[config.mk]
export PLATFORM = sky130hd
export DESIGN_NAME = trig_burst_capture
export DESIGN_NICKNAME = d
export VERILOG_FILES = /design/src/rtl/cap_pkg.sv /design/src/rtl/cap_beat_ctr.sv /design/src/rtl/cap_frame_ctr.sv /design/src/rtl/cap_ctrl.sv /design/src/rtl/trig_burst_capture.sv
export SDC_FILE = /design/constraint.sdc
export NUM_CORES = 1
export LEC_CHECK = 0
export BUFFER_PORTS_ARGS = -buffer_cell sky130_fd_sc_hd__buf_2
export CAP_MARGIN = 20
export CORE_AREA = 2 2 109 111
export DETAILED_ROUTE_END_ITERATION = 12
export DIE_AREA = 0 0 111 113
export MAX_ROUTING_LAYER = met4
export PLACE_DENSITY = 0.59
export SKIP_CTS_REPAIR_TIMING = 1
export SLEW_MARGIN = 20
export SYNTH_ARGS = -nofsm -noshare
export SYNTH_HDL_FRONTEND = slang
export SYNTH_SLANG_ARGS = --single-unit
[constraint.sdc]
create_clock -name clk -period 2.7 [get_ports clk]
set_input_delay 0.54 -clock clk [delete_from_list [all_inputs] [get_ports clk]]
set_output_delay 0.54 -clock clk [all_outputs]
set_load 0.02 [all_outputs]
[src/rtl/cap_pkg.sv]
package cap_pkg;
   typedef enum logic {
      CAP_IDLE = 1'b0,
      CAP_RUN  = 1'b1
   } cap_state_e;

   function automatic int unsigned cap_bits(input int unsigned n);
      return (n < 2) ? 1 : $clog2(n);
   endfunction
endpackage

[src/rtl/cap_beat_ctr.sv]
module cap_beat_ctr #(
   parameter int unsigned BEATS = 128
) (
   input  logic clk,
   input  logic rst_n,
   input  logic clr,
   input  logic adv,
   output logic last_o
);
   localparam int unsigned BW = cap_pkg::cap_bits(BEATS);
   localparam logic [BW-1:0] LAST_B = BW'(BEATS - 1);

   logic [BW-1:0] cnt_q;

   assign last_o = (cnt_q == LAST_B);

   generate
      if ((BEATS & (BEATS - 1)) == 0) begin : g_wrap
         always_ff @(posedge clk) begin
            if (!rst_n || clr) cnt_q <= '0;
            else if (adv)      cnt_q <= cnt_q + 1'b1;
         end
      end else begin : g_cmp
         always_ff @(posedge clk) begin
            if (!rst_n || clr)      cnt_q <= '0;
            else if (adv && last_o) cnt_q <= '0;
            else if (adv)           cnt_q <= cnt_q + 1'b1;
         end
      end
   endgenerate
endmodule

[src/rtl/cap_frame_ctr.sv]
module cap_frame_ctr #(
   parameter int unsigned CW = 11
) (
   input  logic          clk,
   input  logic          rst_n,
   input  logic          load,
   input  logic [CW-1:0] nframes_i,
   input  logic          adv,
   output logic          final_o
);
   logic [CW-1:0] lim_q;
   logic [CW-1:0] cnt_q;

   assign final_o = (cnt_q == lim_q);

   always_ff @(posedge clk) begin
      if (!rst_n) begin
         lim_q <= '0;
         cnt_q <= '0;
      end else if (load) begin
         lim_q <= (nframes_i == '0) ? '0 : nframes_i - 1'b1;
         cnt_q <= '0;
      end else if (adv && !final_o) begin
         cnt_q <= cnt_q + 1'b1;
      end
   end
endmodule

[src/rtl/cap_ctrl.sv]
module cap_ctrl (
   input  logic clk,
   input  logic rst_n,
   input  logic start,
   input  logic finish,
   input  logic drop,
   output logic busy_o,
   output logic done_o,
   output logic ovf_o
);
   import cap_pkg::*;

   cap_state_e st_q;

   assign busy_o = (st_q == CAP_RUN);

   always_ff @(posedge clk) begin
      if (!rst_n) begin
         st_q   <= CAP_IDLE;
         done_o <= 1'b0;
         ovf_o  <= 1'b0;
      end else begin
         done_o <= 1'b0;
         case (st_q)
            CAP_IDLE: if (start) begin
               st_q  <= CAP_RUN;
               ovf_o <= 1'b0;
            end
            CAP_RUN: begin
               if (drop) ovf_o <= 1'b1;
               if (finish) begin
                  st_q   <= CAP_IDLE;
                  done_o <= 1'b1;
               end
            end
            default: st_q <= CAP_IDLE;
         endcase
      end
   end
endmodule

[src/rtl/trig_burst_capture.sv]
module trig_burst_capture #(
   parameter int unsigned LANES         = 4,
   parameter int unsigned SAMP_W        = 32,
   parameter int unsigned FRAME_SAMPLES = 512,
   parameter int unsigned MAX_FRAMES    = 1024,
   localparam int unsigned DATA_W       = LANES * SAMP_W,
   localparam int unsigned BEATS        = FRAME_SAMPLES / LANES,
   localparam int unsigned FCNT_W       = $clog2(MAX_FRAMES + 1)
) (
   input  logic              clk,
   input  logic              rst_n,
   input  logic              trig_i,
   input  logic [FCNT_W-1:0] nframes_i,
   input  logic              in_valid,
   input  logic [DATA_W-1:0] in_data,
   output logic [DATA_W-1:0] m_tdata,
   output logic              m_tvalid,
   input  logic              m_tready,
   output logic              m_tlast,
   output logic              busy_o,
   output logic              done_o,
   output logic              ovf_o
);
   generate
      if (FRAME_SAMPLES % LANES != 0) begin : g_bad_lanes
         $error("frame length must be a multiple of the lane count");
      end
      if (BEATS < 2) begin : g_bad_beats
         $error("a frame must span at least two beats");
      end
      if (MAX_FRAMES < 1) begin : g_bad_frames
         $error("at least one frame per window is required");
      end
   endgenerate

   logic start, take, drop, beat_last, frame_final, finish;

   assign start    = trig_i && !busy_o;
   assign m_tvalid = busy_o && in_valid;
   assign m_tdata  = in_data;
   assign take     = m_tvalid && m_tready;
   assign drop     = m_tvalid && !m_tready;
   assign m_tlast  = m_tvalid && beat_last;
   assign finish   = take && beat_last && frame_final;

   cap_beat_ctr #(.BEATS(BEATS)) u_beat (
      .clk    (clk),
      .rst_n  (rst_n),
      .clr    (start),
      .adv    (take),
      .last_o (beat_last)
   );

   cap_frame_ctr #(.CW(FCNT_W)) u_frame (
      .clk       (clk),
      .rst_n     (rst_n),
      .load      (start),
      .nframes_i (nframes_i),
      .adv       (take && beat_last),
      .final_o   (frame_final)
   );

   cap_ctrl u_ctrl (
      .clk    (clk),
      .rst_n  (rst_n),
      .start  (start),
      .finish (finish),
      .drop   (drop),
      .busy_o (busy_o),
      .done_o (done_o),
      .ovf_o  (ovf_o)
   );
endmodule

==> flow_summary_export.csv <==
group,metric,value,unit
critical_path,crit_required,2.90,ns
cts,clk_path_buf_depth,2,
run,max_cap_viol_count,0,
logic_synthesis,number_of_warning_messages_in_the_yosys_log,0,
global_routing,global_route_wire_length_before_repair,7.18,mm
final_layout,finish.cell_count_without_fillers,355,
power,power_density,596,nW/µm²
timing,hold_violations,0,
timing,timing_max_transition_violations_final,0,
cts,ctsRootBufferMaster,"sky130_fd_sc_hd__clkbuf_16",
power,power.share.combinational,0.078,
place,port_buffers,20,
power,ir_worst_vdd,0.000289,V
critical_path,timing.critical_path.cells,"ha_1, nand4_2, or3_1, or3_4, or4_1, a21oi_1",
timing,finalWorstPathRequiredPeriod,2.28,ns
logic_synthesis,postSynthCellCount,315,
global_routing,grt_start_max_net_pins,18,
cts,cts-htree-levels,2,
timing,maxClockFrequency,0.439,GHz
global_routing,groute.usage.overall,0.0725,
detailed_routing,detail_route.iter0.violations,66,
timing,rsz0062_at_grt,"false",
detailed_routing,drt_wl_total,4.48,mm
power,power_frac_seq,0.412,
logic_synthesis,async_flop_share,0,
place,dp_hpwl,3.57,mm
critical_path,worst_r2r_path_depth,6,
detailed_routing,dr.pass1.iters,4,
detailed_routing,ant_nets,0,
logic_synthesis,yosys.cell_count.top_type,"sky130_fd_sc_hd__buf_4",
global_routing,grt_pass1_vias,1454,
cts,cts_num_sinks,32,
place,place_area,1850,µm²
final_layout,layout.filler_cells,1231,
logic_synthesis,synth.lib_cells_used.distinct,35,
logic_synthesis,synth_top_area_cell,"sky130_fd_sc_hd__buf_4",
power,p_total,1.21,mW
die,io_pins,277,
logic_synthesis,synth.yosys.seq_area_share,0.251,
logic_synthesis,yosys-top-cells-count,"sky130_fd_sc_hd__buf_4 (128), sky130_fd_sc_hd__dfxtp_1 (32), sky130_fd_sc_hd__nand2_1 (19), sky130_fd_sc_hd__o21ai_0 (19), sky130_fd_sc_hd__xnor2_1 (18)",
detailed_routing,vias_per_cell,4.18,
power,power.switching_fraction,0.209,
die,overall_die_area,12500,µm²
critical_path,worst_path_max_delay_cell,"sky130_fd_sc_hd__or4_1",
place,placedCellCount,347,
die,core_area,11300,µm²
run_status,outcome,"finished, final reports clean",
logic_synthesis,syn_area,2550,µm²
final_layout,finish.instance_area,2020,µm²
logic_synthesis,postSynthAreaPerCell,8.10,µm²
critical_path,crit_type,"reg -> reg",
timing,worst-slew-pin-transition,0.696,ns
place,globalplace.congestion,0.796,
detailed_routing,vias,1484,
power,netSwitchingPower,0.252,mW
cts,numCtsBuffers,5,
timing,setup_slack,0.423,ns
die,dieHeight,113,µm
cts,worst_setup_hold_path_clk_slew,0.05,ns
die,rows,39,
detailed_routing,routedWlPerCell,12.6,µm
timing,setup_viol,0,
final_layout,layout.nets,359,
logic_synthesis,postSynth.topFlopCell,"sky130_fd_sc_hd__dfxtp_1",
global_routing,overflow,0,
timing,clock_skew,0.00441,ns
final_layout,area_delta_synth_final,-20.7,%
timing,timing.setup.tns,0,ns
final_layout,diodes,0,
power,share_clk_of_total_power,0.510,
global_routing,grt_antenna_before_repair,0,
cts,tritoncts,"built",
cts,clk-insertion-delay-late,0.27,ns
timing,max_slew_margin,0.536,
critical_path,worst_path_largest_cell_delay,0.47,ns
detailed_routing,drc,0,
critical_path,nature_of_the_critical_path_startpoint,"register",
logic_synthesis,synth.area.top_cells,"sky130_fd_sc_hd__buf_4 (38%), sky130_fd_sc_hd__dfxtp_1 (25%), sky130_fd_sc_hd__xnor2_1 (6.2%)",
place,placement.setup.worst_slack,0.417,ns
power,power.internal,0.954,mW
final_layout,drive_gt1_frac,0.165,
logic_synthesis,yosys_register_bits,32,
min_path,hold_path.class,"reg -> reg",
min_path,number_of_cells_on_the_worst_hold_path,1,
logic_synthesis,postSynthNetCount,463,
logic_synthesis,post-synth-top-area-fraction,0.377,
timing,final.period_utilization,0.843,
die,die-width,111,µm
power,pleak,0.703,nW
critical_path,worstPathMaxFanout,5,
critical_path,arrival,2.48,ns
critical_path,cp-end-kind,"register",
logic_synthesis,synth-edff-count,0,
die,starting_density_of_the_core,0.226,
## state kept, by name, indices dropped and copies added (netlist names)
| signal | count |
|---|---|
| u_frame.cnt_q | 11 |
| u_frame.lim_q | 11 |
| u_beat.cnt_q | 7 |
| u_ctrl.busy_o | 1 |
| u_ctrl.done_o | 1 |
| u_ctrl.ovf_o | 1 |
## per-layer routing
metal | track usage | share of wire | up-vias
met3 | 0.0375 | 0.096 | 48
met4 | 0.0500 | 0.051 | 0
li1 | - | - | 711
met2 | 0.117 | 0.48 | 61
met5 | - | 0 | -
met1 | 0.0675 | 0.37 | 664
## cell usage in the layout (no fill, tap or decap), types with 6 or more instances in the layout
cell,count
sky130_fd_sc_hd__a21oi_1,10
sky130_fd_sc_hd__buf_2,20
sky130_fd_sc_hd__dfxtp_1,32
sky130_fd_sc_hd__nand2_1,19
sky130_fd_sc_hd__o21ai_0,19
sky130_fd_sc_hd__nand3_1,11
sky130_fd_sc_hd__or3_1,6
sky130_fd_sc_hd__xnor2_1,18
sky130_fd_sc_hd__xor2_1,8
sky130_fd_sc_hd__nor2_1,14
## power by group through the flow
stage	Combinational, mW	Clock (mW)	Sequential [mW]
finish	0.0935	0.615	0.497
global route	0.104	0.652	0.497
CTS	0.0925	0.625	0.496
detailed placement	0.0919	0	0.506
global placement	0.0898	0	0.506
floorplan	0.335	0	0.505
## worst max-delay path, delay by kind of cell (launching register included)
family          cells  cell delay [ns]
compound gates      1             0.14
fa+ha+maj           1             0.22
flops               1             0.37
simple gates        4             1.47
## path summary, 6_finish.rpt
path / from / to / slack, ns
min: u_ctrl.ovf_o / u_ctrl.ovf_o / 0.46
max: u_beat.cnt_q[0] / u_frame.cnt_q[10] / 0.42
min reg2reg: u_ctrl.ovf_o / u_ctrl.ovf_o / 0.46
max reg2reg: u_beat.cnt_q[0] / u_frame.cnt_q[10] / 0.42
## layout make-up
| class | count | area (µm²) | area share |
|---|---|---|---|
| Multi-Input combinational cell | 146 | 913 | 0.451 |
| Sequential cell | 32 | 641 | 0.317 |
| Tap cell | 143 | 179 | 0.0884 |
| Clock buffer | 6 | 129 | 0.0637 |
| Timing Repair Buffer | 21 | 108 | 0.0532 |
| Clock inverter | 2 | 35.0 | 0.0173 |
| Inverter | 5 | 18.8 | 0.00928 |
## through the flow
| stage | hold slack (ns) | utilization |
|---|---|---|
| 3_5_place_dp | 0.457 | 0.165 |
| 3_3_place_gp | 0.445 | 0.165 |
| 2_1_floorplan | 0.446 | - |
| 6_report | 0.463 | 0.179 |
| 4_1_cts | 0.468 | 0.179 |
| 5_1_grt | 0.472 | 0.179 |
## cells by family (layout without fill, tap and decap cells)
family | Yosys count | count (layout) | share of synthesized area
AOI/OAI and AO/OA | 38 | 38 | 0.0858
muxes | 1 | 1 | 0.00392
DFF | 32 | 32 | 0.251
and+or+nand+nor | 77 | 77 | 0.157
adders and majority gates | 4 | 4 | 0.0196
buffers and inverters | 137 | 34 | 0.393
xor gates and xnor gates | 26 | 26 | 0.0893
(Power assumes the default switching activity.)
